[src/rtl/sc_power_seq.sv]
module sc_power_seq #(
  parameter int DLY_W = 16,
  parameter int TO_W  = 16
) (
  input  logic             clk,
  input  logic             rst_n,
  input  logic             tick,
  input  logic             if_sel,
  input  logic [1:0]       vsel,
  input  logic             vcc_ok,
  input  logic             rdy_start,
  input  logic             rst_hold,
  input  logic             card_gone,
  input  logic             over_curr,
  input  logic             deact_cmd,
  input  logic [DLY_W-1:0] t_rst_dly,
  input  logic [TO_W-1:0]  t_vcc_to,
  output logic             vcc_en,
  output logic             io_en,
  output logic             aux_en,
  output logic             clk_gate,
  output logic             card_rst,
  output logic             atr_start,
  output logic             irq_vcc_to,
  output logic             irq_deact,
  output logic [1:0]       status
);

  typedef enum logic [3:0] {
    S_IDLE, S_PWR, S_IOW, S_CKW, S_RSW, S_ACT, S_DRST, S_DCLK, S_DIO
  } st_t;

  st_t              st;
  logic [DLY_W-1:0] cnt;
  logic [TO_W-1:0]  tcnt;
  logic             lock;

  logic             io_stage, fault, to_hit, rst_done;
  logic [DLY_W-1:0] dly_eff;
  logic [DLY_W:0]   cnt_nx;

  assign io_stage = (st == S_IOW) || (st == S_CKW) || (st == S_RSW) || (st == S_ACT);
  assign fault    = ((st == S_PWR) || io_stage) &&
                    (card_gone || over_curr || deact_cmd || (io_stage && !vcc_ok));
  assign to_hit   = tcnt >= t_vcc_to;
  assign dly_eff  = (t_rst_dly == '0) ? DLY_W'(1) : t_rst_dly;
  assign cnt_nx   = {1'b0, cnt} + 1'b1;
  assign rst_done = cnt_nx >= {1'b0, dly_eff};
  assign aux_en   = io_en;

  always_comb begin
    case (st)
      S_IDLE:                status = 2'd0;
      S_ACT:                 status = 2'd2;
      S_DRST, S_DCLK, S_DIO: status = 2'd3;
      default:               status = 2'd1;
    endcase
  end

  always_ff @(posedge clk or negedge rst_n) begin
    if (!rst_n) begin
      st         <= S_IDLE;
      cnt        <= '0;
      tcnt       <= '0;
      lock       <= 1'b0;
      vcc_en     <= 1'b0;
      io_en      <= 1'b0;
      clk_gate   <= 1'b0;
      card_rst   <= 1'b0;
      atr_start  <= 1'b0;
      irq_vcc_to <= 1'b0;
      irq_deact  <= 1'b0;
    end else begin
      atr_start  <= 1'b0;
      irq_vcc_to <= 1'b0;
      irq_deact  <= 1'b0;
      if (vsel == 2'd0) lock <= 1'b0;

      if (fault) begin
        card_rst <= 1'b0;
        st       <= S_DRST;
      end else begin
        case (st)
          S_IDLE:
            if (if_sel && vsel != 2'd0 && !lock) begin
              lock   <= 1'b1;
              vcc_en <= 1'b1;
              tcnt   <= '0;
              st     <= S_PWR;
            end
          S_PWR:
            if (to_hit && !vcc_ok) begin
              irq_vcc_to <= 1'b1;
              st         <= S_DRST;
            end else if (vcc_ok && (rdy_start || to_hit)) begin
              cnt <= '0;
              st  <= S_IOW;
            end else if (tick && tcnt != '1) begin
              tcnt <= tcnt + 1'b1;
            end
          S_IOW:
            if (tick) begin
              if (cnt == DLY_W'(1)) begin
                io_en <= 1'b1;
                cnt   <= '0;
                st    <= S_CKW;
              end else cnt <= cnt + 1'b1;
            end
          S_CKW:
            if (tick) begin
              if (cnt == DLY_W'(1)) begin
                clk_gate <= 1'b1;
                cnt      <= '0;
                st       <= S_RSW;
              end else cnt <= cnt + 1'b1;
            end
          S_RSW:
            if (rst_hold) cnt <= '0;
            else if (tick) begin
              if (rst_done) begin
                card_rst  <= 1'b1;
                atr_start <= 1'b1;
                st        <= S_ACT;
              end else cnt <= cnt_nx[DLY_W-1:0];
            end
          S_ACT:
            if (rst_hold) begin
              card_rst <= 1'b0;
              cnt      <= '0;
              st       <= S_RSW;
            end
          S_DRST:
            if (tick) begin
              clk_gate <= 1'b0;
              st       <= S_DCLK;
            end
          S_DCLK:
            if (tick) begin
              io_en <= 1'b0;
              st    <= S_DIO;
            end
          S_DIO:
            if (tick) begin
              vcc_en    <= 1'b0;
              irq_deact <= 1'b1;
              st        <= S_IDLE;
            end
          default: st <= S_IDLE;
        endcase
      end
    end
  end

endmodule

[config.mk]
export PLATFORM = sky130hd
export DESIGN_NAME = sc_power_seq
export DESIGN_NICKNAME = d
export VERILOG_FILES = /design/src/rtl/sc_power_seq.sv
export SDC_FILE = /design/constraint.sdc
export NUM_CORES = 1
export LEC_CHECK = 0
export ABC_AREA = 1
export BUFFER_PORTS_ARGS = -buffer_cell sky130_fd_sc_hd__clkbuf_2
export CORE_ASPECT_RATIO = 0.9
export CORE_MARGIN = 2
export CORE_UTILIZATION = 60
export CTS_CLUSTER_SIZE = 14
export DETAILED_ROUTE_END_ITERATION = 8
export GPL_ROUTABILITY_DRIVEN = 0
export PLACE_DENSITY = 0.91
export SYNTH_ARGS = -nofsm -noshare
export SYNTH_HDL_FRONTEND = slang
export SYNTH_SLANG_ARGS = --single-unit
[constraint.sdc]
create_clock -name clk -period 7.7 [get_ports clk]
set_clock_uncertainty 0.15 [all_clocks]
set_input_delay 0.77 -clock clk [delete_from_list [all_inputs] [get_ports clk]]
set_output_delay 0.77 -clock clk [all_outputs]
set_load 0.03 [all_outputs]
# Word-level counts from Yosys, hierarchy flattened

Cells that the tools add are included.

Bits in registers: 44
Input port bits: 44
Output and inout bits: 10
Logic and storage cells: 152

Add/sub/neg operators: 3
Magnitude comparators: 2
Equality and inequality tests: 39
Muxes and demuxes: 60
Bitwise operators: 1
Reduce and logical (&&, ||, !) cells: 36

Operators with widths:

| kind                                                 | count |
|---|---|
| 2-to-1 mux 16 bit                                    | 13 |
| one-hot mux 16 bit (4 select lines)                  | 1 |
| 2-to-1 mux 4 bit                                     | 15 |
| != test 3 bit, second input constant                 | 12 |
| one-hot mux 4 bit (9 select lines)                   | 1 |
| adder 16 x 1 -> 16 bit, second input constant        | 2 |
| one-hot mux 16 bit (2 select lines)                  | 1 |
| 2-to-1 mux 1 bit                                     | 24 |
| != test 2 bit, second input constant                 | 9 |
| adder 16 x 1 -> 17 bit, second input constant        | 1 |
| >= comparator 17 x 16 -> 1 bit                       | 1 |
| equality test 16 x 1 -> 1 bit, second input constant | 1 |
| equality test 4 x 3 -> 1 bit, second input constant  | 4 |
| >= comparator 16 bit                                 | 1 |
| zero test 16 bit                                     | 1 |
| != test 16 bit, second input constant                | 1 |
| AND reduction 5 bit                                  | 3 |
| AND reduction 13 bit                                 | 1 |
| != test 2 x 1 -> 1 bit, second input constant        | 5 |
| nonzero test 2 bit                                   | 5 |
| equality test 4 x 2 -> 1 bit, second input constant  | 2 |
| logical OR 1 bit                                     | 8 |
| one-hot mux 1 bit (2 select lines)                   | 4 |
| AND reduction 8 bit                                  | 1 |
| 16 further kinds                                     | 24 |

# Logic depth before layout (Yosys ltp)

Depth in word-level cells: 9
Gate-level depth with buffers: 19
Mapped depth without buffers: 18

# Worst setup path before layout

Ideal clock, no wire load.

Kind: register -> register
From: register cnt[0]
To: register cnt[2]
Setup time: 0.118 ns
Arrival: 2.604 ns
Data required time: 7.432 ns
Slack: 4.828 ns
Cell stages (with the launch flop): 20
Path buffers: 1
Period minus slack after synthesis: 2.872 ns
Cell sequence: dfrtp_1 -> ha_1 -> nand3_1 -> nor2_2 -> nand2_1 -> nor2_1 -> xor2_1 -> inv_1 -> ha_1 -> nand2_1 -> inv_1 -> o21ai_0 -> nand4_1 -> nor2_2 -> nand2_1 -> nand2_4 -> nand3_4 -> buf_6 -> nand2_1 -> nand2_1

Word-level cells in the longest chain between the ends: 5
Elaborated cells on any way between the ends: 12
Those cells by class: 2 x add/sub; 1 x order compare; 2 x eq/ne; 6 x mux; 1 x reduce/logical

RTL lines:

| element                                                        | line | text |
|---|---|---|
| from (decl)                                                    | 34   | `logic [DLY_W-1:0] cnt;` |
| from (signal assigned)                                         | 107  | `end else cnt <= cnt + 1'b1;` |
| from (signal assigned)                                         | 115  | `end else cnt <= cnt + 1'b1;` |
| from (signal assigned)                                         | 124  | `end else cnt <= cnt_nx[DLY_W-1:0];` |
| branches (longest 5 deep; another with adder 16 x 1 -> 17 bit) | n/a  |  |

Parallel ways; which one is timed is not known. The select of a mux whose other input is x is not followed.
A chain may end at the register's enable or synchronous reset.

# Final worst setup path

From: register cnt[0]
To: register cnt[11]

The elaborated chain is that of the path after synthesis.

==> qor.csv <==
metric,value,unit
syn_area,4060,um2
yosysWarnings,0,
placedCellCount,737,
ir_worst_vdd,103,uV
maxSlewHeadroom,27.4,%
syn-num-nets,687,
layout.cells.non_filler,745,
reg_top3,"cnt: 16 flops, tcnt: 16 flops, st: 4 flops",
nets,733,
multi_input_area,2470,um2
synth-edff-count,0,
drv_slew,0,
max_stage_delay,450,ps
drive_above_1_share,13.3,%
route.detailed.drc,0,
r2r_setup_slack,4300,ps
hold_buffers,0,
setup_viol,0,
drt_wl_total,9360,um
tritoncts,done,
synth_cell_types,38,
ant_nets,0,
slowest_stage,dfrtp_1,
pwr_density_cell,224,nW/um2
dr.pass1.iters,5,
dp_hpwl,7290,um
wl_per_cell,12.6,um
synthCells,608,
worstMarginPinSlew,1090,ps
grt_pass1_vias,3640,
worst_slack,4300,ps
diodes,0,
seqCellArea,1100,um2
grt_first_pass_wirelength,16100,um
clock_latency,300,ps
cp_max_fo,18,
num-fill-cells,551,
post_cts_buffers,0,
antenna_found_initial,0,
die_h,82.0,um
fin_crit_sh,44.2,%
numPortBuffers,53,
routed.top_layer,met4,
drt_iter0_drc,299,
path_cells,ha_1 > nand3_1 > nor2_2 > nand2_1 > nor2_1 > xor2_1 > inv_1 > ha_1 > nand2_1 > nor2_1 > nand4_1 > nand4_1 > nor2_2 > nand2_1 > nand2_4 > nand3_4 > nand2_1 > nand2_1,
rsz0062_at_grt,false,
ys_seq_area_share,27.2,%
crit_required,7740,ps
route.vias.total,4054,
clockRootBuffer,clkbuf_8,
status,completed,
cpMostUsedCell,nand2_1,
cts_sinks,44,
syn_area_per_cell,6.67,um2
cts_resized,0,
path_class,reg2reg,
ctsLongestPathBuffers,2,
start_util,61.9,%
dp_slack,4340,ps
met1_length,4350,um
finalSetupTns,0,ps
numCtsBuffers,5,
grt_max_degree,45,
avgViaCountPerCell,5.44,
async_flop_share,100,%
period_minus_slack,3400,ps
cp-end-kind,register,
grt_use_total,26.3,%
synth_seq_cells,44,
path_clk_slew,90,ps
rows,28,
wl_met2,4150,um
arrival,3440,ps
ys.flop_type,dfrtp_1,
wl_met3,756,um
cap_viol_max_count,0,
die-area,7430,um2
boundaryPins,54,
fmax,294,MHz
worstHoldPathType,reg2reg,
coreArea,6550,um2
layout_common_cells,"nand2_1 (161), inv_1 (98), nor2_1 (74), clkbuf_2 (53), dfrtp_1 (44)",
p_leak,2.52,nW
grt_overflow_total,0,
die_x,90.7,um
cts_max_level,2,
area_delta_synth_final,10.0,%
layout.cells.most_common,nand2_1,
start_kind,register,
final_hold_viol_count,0,
-- kinds of logic after synthesis --
family          Yosys count  synth area share (%)
simple gates            349                  39.3
fa+ha+maj                35                  10.8
compound gates           43                  6.29
flops                    44                  27.2
buf+inv                 116                  11.9
xor+xnor                 21                  4.54
-- layer usage --
layer  GRT usage (%)  up-vias
met4            6.31        0
met3            3.30       12
met1            36.6     1841
met2            44.0      164
met5               0        -
li1                -     2037
-- Yosys cell counts (3+ instances only) --
library cell	n	area, um2
nand3_1	42	210
a21oi_1	19	95.1
dfrtp_1	44	1100
nand2_4	3	33.8
nor3_1	12	60.1
nor4_1	6	37.5
xor2_1	19	166
buf_6	3	33.8
nand2_1	161	604
buf_4	3	22.5
buf_2	6	30.0
nand4_1	29	181
nand3_2	3	30.0
o211ai_1	3	22.5
o21ai_0	13	65.1
nand2_2	6	37.5
nor2_1	74	278
ha_1	35	438
nor2_2	4	25.0
inv_1	98	368
-- worst paths after layout --
check | from | endpoint | cells after the start
setup / recovery | cnt[0] | cnt[11] | 18
hold / removal | card_rst | card_rst | 2
setup reg to reg | cnt[0] | cnt[11] | 18
hold reg to reg | card_rst | card_rst | 2
max in group asynchronous | rst_n | cnt[1] | 1
min in group asynchronous | rst_n | card_rst | 1
-- report_power, final --
part | leakage (nW) | internal, mW | switching, mW
Combinational | 1.86 | 0.152 | 0.362
Sequential | 0.596 | 0.261 | 0.0368
Clock | 0.0614 | 0.106 | 0.0832
-- through the flow --
step | total power, mW | hold slack [ps] | utilization (%) | area [um2]
floorplan | 0.710 | 314 | - | 4060
global placement | 0.788 | 322 | 66.2 | 4340
detailed placement | 0.806 | 333 | 66.2 | 4340
CTS | 0.998 | 357 | 68.1 | 4460
global route | 1.08 | 399 | 68.1 | 4460
finish | 1.00 | 344 | 68.1 | 4460
-- critical path: cells and delay by family (launching register included) --
kind,cells,cell delay (ps)
simple gates,14,1850
fa+ha+maj,2,560
flops,1,450
xor+xnor,1,210
buf+inv,1,80
-- layout make-up --
class                           instances  share of cell area (%)
Multi-Input combinational cell        448                    55.4
Tap cell                               90                    2.52
Sequential cell                        44                    24.7
Clock inverter                          2                   0.870
Inverter                              102                    8.70
Timing Repair Buffer                   53                    5.95
Clock buffer                            6                    1.85
(Power assumes the default switching activity.)
